File: config.mk
export PLATFORM = sky130hd
export DESIGN_NAME = bridge_gate
export DESIGN_NICKNAME = d
export VERILOG_FILES = /design/src/rtl/bg_pkg.sv /design/src/rtl/bg_req_gate.sv /design/src/rtl/bg_leg.sv /design/src/rtl/bridge_gate.sv
export SDC_FILE = /design/constraint.sdc
export NUM_CORES = 1
export LEC_CHECK = 0
export ABC_AREA = 1
export ABC_CLOCK_PERIOD_IN_PS = 930
export BUFFER_PORTS_ARGS = -buffer_cell sky130_fd_sc_hd__buf_2
export CORE_MARGIN = 10
export CORE_UTILIZATION = 50
export DETAILED_ROUTE_END_ITERATION = 12
export PLACE_DENSITY = 0.79
export SLEW_MARGIN = 20
export SYNTH_ARGS = -nofsm -noshare
export SYNTH_HDL_FRONTEND = slang
export SYNTH_HIERARCHICAL = 1
export SYNTH_SLANG_ARGS = --single-unit
export TNS_END_PERCENT = 1
File: constraint.sdc
create_clock -name clk -period 0.93 [get_ports clk]
set_input_delay 0.1395 -clock clk [delete_from_list [all_inputs] [get_ports clk]]
set_output_delay 0.1395 -clock clk [all_outputs]
set_load 0.1 [all_outputs]
File: src/rtl/bg_pkg.sv
`timescale 1ns/1ps
package bg_pkg;

  // Gating enable for one side of a phase, before fault blanking.
  function automatic logic side_enable(input logic is_high, input logic quad4,
                                       input logic brake, input logic run_ok);
    logic en;
    if (brake)        en = is_high ? 1'b0 : run_ok;
    else if (is_high) en = quad4 ? run_ok : 1'b1;
    else              en = run_ok;
    return en;
  endfunction

  // True when the tick being counted is the last one of the dead time.
  function automatic logic tick_done(input int unsigned count, input int unsigned limit);
    return (count + 1) >= limit;
  endfunction

endpackage

File: src/rtl/bg_req_gate.sv
`timescale 1ns/1ps
module bg_req_gate #(
  parameter int PHASES = 3
) (
  input  logic [PHASES-1:0] req_hi,
  input  logic [PHASES-1:0] req_lo,
  input  logic              pwm_on,
  input  logic              peak_lim,
  input  logic              quad4,
  input  logic              brake,
  input  logic              uvlo,
  input  logic              ocp,
  input  logic              coast,
  output logic [PHASES-1:0] want_hi,
  output logic [PHASES-1:0] want_lo,
  output logic              kill,
  output logic              run_ok
);

  logic en_hi;
  logic en_lo;
  logic [PHASES-1:0] conflict;

  assign kill   = uvlo | ocp | coast;
  assign run_ok = pwm_on & ~peak_lim;
  assign en_hi  = bg_pkg::side_enable(1'b1, quad4, brake, run_ok);
  assign en_lo  = bg_pkg::side_enable(1'b0, quad4, brake, run_ok);

  always_comb begin
    for (int i = 0; i < PHASES; i++) begin
      conflict[i] = ~brake & req_hi[i] & req_lo[i];
      want_hi[i]  = ~kill & ~conflict[i] & req_hi[i] & en_hi;
      want_lo[i]  = ~kill & ~conflict[i] & (brake | req_lo[i]) & en_lo;
    end
  end

endmodule

File: src/rtl/bg_leg.sv
`timescale 1ns/1ps
module bg_leg #(
  parameter int DEAD_TICKS = 2
) (
  input  logic clk,
  input  logic rst_n,
  input  logic tick,
  input  logic want,
  input  logic partner_busy,
  output logic on_q,
  output logic busy
);

  localparam int CNT_W = (DEAD_TICKS > 1) ? $clog2(DEAD_TICKS) : 1;

  logic             flag_q;
  logic [CNT_W-1:0] cnt_q;
  logic             last_tick;

  assign last_tick = bg_pkg::tick_done(int'(cnt_q), DEAD_TICKS);
  assign busy      = on_q | flag_q;

  always_ff @(posedge clk or negedge rst_n) begin
    if (!rst_n) begin
      on_q   <= 1'b0;
      flag_q <= 1'b0;
      cnt_q  <= '0;
    end else begin
      on_q <= want & ~partner_busy;
      if (on_q) begin
        flag_q <= 1'b1;
        cnt_q  <= '0;
      end else if (flag_q && tick) begin
        if (last_tick) begin
          flag_q <= 1'b0;
          cnt_q  <= '0;
        end else begin
          cnt_q <= cnt_q + 1'b1;
        end
      end
    end
  end

  // the flag is only released on a counted tick
  assert_flag_tick_R8: assert property (@(posedge clk) disable iff (!rst_n)
    $fell(flag_q) |-> $past(tick));

  // turn-on only when the opposite side was idle
  assert_turn_on_R8: assert property (@(posedge clk) disable iff (!rst_n)
    $rose(on_q) |-> $past(!partner_busy));

endmodule

File: src/rtl/bridge_gate.sv
`timescale 1ns/1ps
module bridge_gate #(
  parameter int PHASES     = 3,
  parameter int DEAD_TICKS = 2
) (
  input  logic              clk,
  input  logic              rst_n,
  input  logic [PHASES-1:0] req_hi,
  input  logic [PHASES-1:0] req_lo,
  input  logic              pwm_on,
  input  logic              peak_lim,
  input  logic              pwm_tick,
  input  logic              quad4,
  input  logic              brake,
  input  logic              uvlo,
  input  logic              ocp,
  input  logic              coast,
  output logic [PHASES-1:0] pu_n,
  output logic [PHASES-1:0] pd
);

  logic [PHASES-1:0] want_hi;
  logic [PHASES-1:0] want_lo;
  logic [PHASES-1:0] hi_on;
  logic [PHASES-1:0] lo_on;
  logic [PHASES-1:0] hi_busy;
  logic [PHASES-1:0] lo_busy;
  logic              kill;
  logic              run_ok;

  bg_req_gate #(.PHASES(PHASES)) u_gate (
    .req_hi   (req_hi),
    .req_lo   (req_lo),
    .pwm_on   (pwm_on),
    .peak_lim (peak_lim),
    .quad4    (quad4),
    .brake    (brake),
    .uvlo     (uvlo),
    .ocp      (ocp),
    .coast    (coast),
    .want_hi  (want_hi),
    .want_lo  (want_lo),
    .kill     (kill),
    .run_ok   (run_ok)
  );

  for (genvar p = 0; p < PHASES; p++) begin : g_phase
    bg_leg #(.DEAD_TICKS(DEAD_TICKS)) u_hi (
      .clk          (clk),
      .rst_n        (rst_n),
      .tick         (pwm_tick),
      .want         (want_hi[p]),
      .partner_busy (lo_busy[p]),
      .on_q         (hi_on[p]),
      .busy         (hi_busy[p])
    );
    bg_leg #(.DEAD_TICKS(DEAD_TICKS)) u_lo (
      .clk          (clk),
      .rst_n        (rst_n),
      .tick         (pwm_tick),
      .want         (want_lo[p]),
      .partner_busy (hi_busy[p]),
      .on_q         (lo_on[p]),
      .busy         (lo_busy[p])
    );
  end

  assign pu_n = ~hi_on;
  assign pd   = lo_on;

  // never both switches of a phase at once
  assert_no_shoot_R9: assert property (@(posedge clk) disable iff (!rst_n)
    (hi_on & lo_on) == '0);

  // any fault blanks every output on the next edge
  assert_fault_off_R6: assert property (@(posedge clk) disable iff (!rst_n)
    kill |=> (hi_on == '0 && lo_on == '0));

  // brake leaves all high sides off
  assert_brake_high_off_R5: assert property (@(posedge clk) disable iff (!rst_n)
    brake |=> (hi_on == '0));

  // a closed PWM latch or the peak limit stops every low side
  assert_chop_low_R4: assert property (@(posedge clk) disable iff (!rst_n)
    !run_ok |=> (lo_on == '0));

  // four-quadrant chop also stops every high side
  assert_chop_high_R3: assert property (@(posedge clk) disable iff (!rst_n)
    (!run_ok && quad4) |=> (hi_on == '0));

endmodule

### Word level (Yosys, flattened, before mapping)

Index checks and enable logic that the tools add are counted.
W data, S select, Z words.

| operators by class | value |
|---|---|
| $add $sub $neg | 12 |
| order comparisons | 6 |
| muxes and demuxes | 38 |
| bitwise gates (word level) | 52 |
| reductions and logical operators | 24 |

Operator list:

| cell | number |
|---|---|
| $ge A32 B2 Y1 const B | 6 |
| $mux W1 | 38 |
| $and A1 B1 Y1 | 28 |
| $reduce_bool A2 Y1 | 12 |
| $add A1 B1 Y2 const B | 6 |
| $not A1 Y1 | 12 |
| $reduce_and A2 Y1 | 6 |
| $or A1 B1 Y1 | 11 |
| $add A1 B1 Y1 const B | 6 |
| $logic_and A1 B1 Y1 | 6 |
| $not A3 Y3 | 1 |

| storage, ports and cells | value |
|---|---|
| register bits | 18 |
| bits of input ports | 16 |
| output and inout bits | 6 |
| word-level logic and storage cells | 150 |

### Longest topological paths before layout

| logic depth | value |
|---|---|
| depth after elaboration | 8 |
| mapped depth | 7 |
| depth with buffers taken out | 7 |

### By module

Netlist, hierarchy kept.

Modules (own cells, without submodules):

| module | times used | cells each | area each (um^2) | seq. area each (um^2) |
|---|---|---|---|---|
| bg_leg | 6 | 14 | 126.4 | 75.1 |
| bg_req_gate | 1 | 29 | 133.9 | 0.0 |
| bridge_gate | 1 | 3 | 11.3 | 0.0 |

### Worst setup path before layout

No wires, ideal clock.

| timing | value |
|---|---|
| path type | reg2reg |
| from | reg g_phase[0].u_lo.on_q |
| to | reg g_phase[0].u_hi.on_q |
| library setup time | 0.115 ns |
| arrival | 1.169 ns |
| data required time | 0.815 ns |
| path slack | -0.355 ns |
| cell stages (with the launch flop) | 4 |
| path buffers | 0 |
| clock period less this slack | 1.285 ns |
| cells stage by stage | dfrtp_1 > nor2_1 > inv_1 > nor2_1 |

| between the ends | value |
|---|---|
| word-level cells in the longest chain between the ends | 3 |

RTL lines:

| element | RTL line | RTL |
|---|---|---|
| start, declared | bg_leg.sv:10 | `output logic on_q,` |
| start signal, assigned | bg_leg.sv:29 | `on_q <= want & ~partner_busy;` |
| $or A1 B1 Y1 | bg_leg.sv:21 | `assign busy = on_q \| flag_q;` |
| net lo_busy[0] | bridge_gate.sv:27 | `logic [PHASES-1:0] lo_busy;` |
| $not A1 Y1 | bg_leg.sv:29 |  |
| $and A1 B1 Y1 | bg_leg.sv:29 |  |
| end signal, assigned | bg_leg.sv:29 |  |
| end, declared | bg_leg.sv:10 |  |

The timed path passes the listed nets, and every way through them passes these cells.
A chain may end at the register's enable or synchronous reset.

### Final worst setup path

| timing | value |
|---|---|
| from | reg g_phase[0].u_hi.on_q |
| to | out pu_n[0] |

| between the ends | value |
|---|---|
| word-level cells in the longest chain between the ends | 1 |

RTL lines:

| element | RTL line | RTL |
|---|---|---|
| $not A3 Y3 | bridge_gate.sv:68 | `assign pu_n = ~hi_on;` |
| end, declared | bridge_gate.sv:18 | `output logic [PHASES-1:0] pu_n,` |

No other way between the ends.

==> impl_results.md <==
* Status: finished, violations left
* Failing checks: setup timing
* Most common cell after layout, fill and taps aside: nor2_1
* Final slew viol count at 0
* Crit-path cells: clkinvlp_4 -> buf_12
* Routed Antenna Nets at 0
* # rows at 15
* RSZ-0062 raised after global routing: true
* Worst setup endpoint: pu_n[0]
* Crit Path Class: flop to primary output
* WP data required at 0.79 ns
* Clock Path Buffers at 2
* P_leak at around 0.66 nW
* Hpwl dp at 1423 um
* DR vias/cell at between 4 and 5
* Max-slew headroom at 73.99%
* Fillcell total at 110
* H-tree depth at 1
* Antenna violations before repair at 0
* Reg2reg path depth at 5
* Slowest cell on the critical path: dfrtp_1
* First-pass GRT wire length at 3215 um
* DR iter-0 viols at 21
* DIE WIDTH at 62.42 um
* Total number of vias at 791
* Maximum VDD drop at 1.497 mV
* CTS tree: done
* CP peak stage delay at 0.41 ns
* Die area at 3896 um2
* Slew @ Worst Pin at about 0.39 ns
* Hold slack at 0.1534 ns
* Largest net degree at the start of global routing at 19
* Setup TNS at -1.210 ns
* Worst hold path class: input pin to flop
* Root buf cell: clkbuf_4
* Pwr Density at 1921 nW/um2
* Data arrival time of the worst path at 1.00 ns
* Mapped Avg Cell Area at about 7.8 um2
* Non-Filler Instances at 173
* Wire length per cell at 11.06 um
* Total Wirelength at 1914 um
* Final Total Pwr at between 2 and 3 mW
* Reg-to-reg endpoint: g_phase[0].u_lo/on_q$_DFF_PN0_
* R2r startpoint: g_phase[0].u_hi/on_q$_DFF_PN0_
* Final core occ at 76.41%
* Die height at 62.42 um
* Worst-Skew Late Latency at around 0.29 ns
* Period utilization at 122.0%
* Worst setup margin at -0.2047 ns
* # diodes at 0
* Net Count, Synth at roughly 130
* Nets@finish at 165
* Area of the multi-input gates at 400.4 um2
* Share of post-route cells with drive strength above 1 at 39.19%
* R2r setup slk at -0.07 ns
* GRT Residual Overflow at 0
* Cells after Synth at 115
* Max Cap Viol at 0
* Port bufs at 21
* Final setup viols at 9
* I/O pin cnt at 22
* CTS Buf Count at 3
* Synth Cell Area at 899.6 um2
* Most frequent cells in the layout: nor2_1 (25), inv_1 (22), buf_2 (15)
* Vias in the first global route at ~800
* Synthesis-to-layout area growth at 45.06%
* CP max FO at 2
* Register area at approximately 460 um2
* Syn. warnings at 6
* Starting Density at 52.67%
* Final Hold Viols at 0
* Initial DRT Pass Iterations at 6
* Minimum clock period at approximately 1.1 ns
* Residual DRC at 0
* Sink Count at 18
* Max Clock Freq at approximately 900 MHz
* CP Capture Type: primary output
* Core area at 1708 um2
* Critical path launch point type: flop
* Final GP Congestion at 0.7512
* Clk slew on worst S/H paths at 0.10 ns
* Crit path launch: g_phase[0].u_hi/on_q$_DFF_PN0_
* Total GRT Usage at 10.05%
* Placed Cells at 161
* Skew final at 0.003157 ns
[worst min-delay path by stage]
stage,end,start,depth (start not counted)
6_report,g_phase[1].u_hi/on_q$_DFF_PN0_,req_hi[1],5
5_1_grt,g_phase[1].u_hi/on_q$_DFF_PN0_,req_hi[1],5
4_1_cts,g_phase[1].u_hi/on_q$_DFF_PN0_,req_hi[1],5
3_5_place_dp,g_phase[2].u_hi/cnt_q$_DFFE_PN0P_,rst_n,1
3_3_place_gp,g_phase[1].u_hi/cnt_q$_DFFE_PN0P_,rst_n,1
2_1_floorplan,g_phase[0].u_hi/cnt_q$_DFFE_PN0P_,rst_n,0
[flip-flops by register name (all words and copies together) (netlist names)]
name,cells
g_phase.u_lo/on_q,3
g_phase.u_hi/flag_q,3
g_phase.u_hi/cnt_q,3
g_phase.u_lo/cnt_q,3
g_phase.u_hi/on_q,3
g_phase.u_lo/flag_q,3
[area by class of cell]
type                            instances  area share, %
Inverter                               25          8.054
Tap cell                               25          2.397
Sequential cell                        18          35.47
Multi-Input combinational cell         72          30.68
Clock buffer                            4          2.780
Timing Repair Buffer                   29          20.61
[metrics by stage]
| step | setup WS, ns | instance area [um2] |
|---|---|---|
| after global placement | 0.06427 | 1149 |
| after detailed placement | 0.05375 | 1149 |
| after floorplan | -0.05748 | 922.1 |
| final | -0.2047 | 1305 |
| after global routing | -0.2541 | 1305 |
| after CTS | -0.1929 | 1270 |
[metal layers]
metal	GRT usage, %	share of wire [%]
met3	2.330	3.7
met2	16.92	47
met4	6.704	2.6
met1	10.95	47
met5	0	0
[worst max-delay path: cells and delay by family (launching register included)]
kind	cells	cell delay (ns)
buffers and inverters	2	0.29
flip-flops	1	0.41
[report_power, final]
part | internal, mW | total [mW] | switching, mW
Sequential | 1.04 | 1.31 | 0.269
Combinational | 0.346 | 0.729 | 0.383
Clock | 0.238 | 0.472 | 0.234
[timing repair]
action                                  in CTS  in global routing
gates cloned                                 0                  0
endpoints found under the setup margin       6                 14
pin swaps                                    0                  5
gates resized for setup                      9                  7
hold buffers                                 1                  0
setup buffers                                6                  1
hold endpoints to repair                    18                  0
Power figures use the tool's default switching activity.
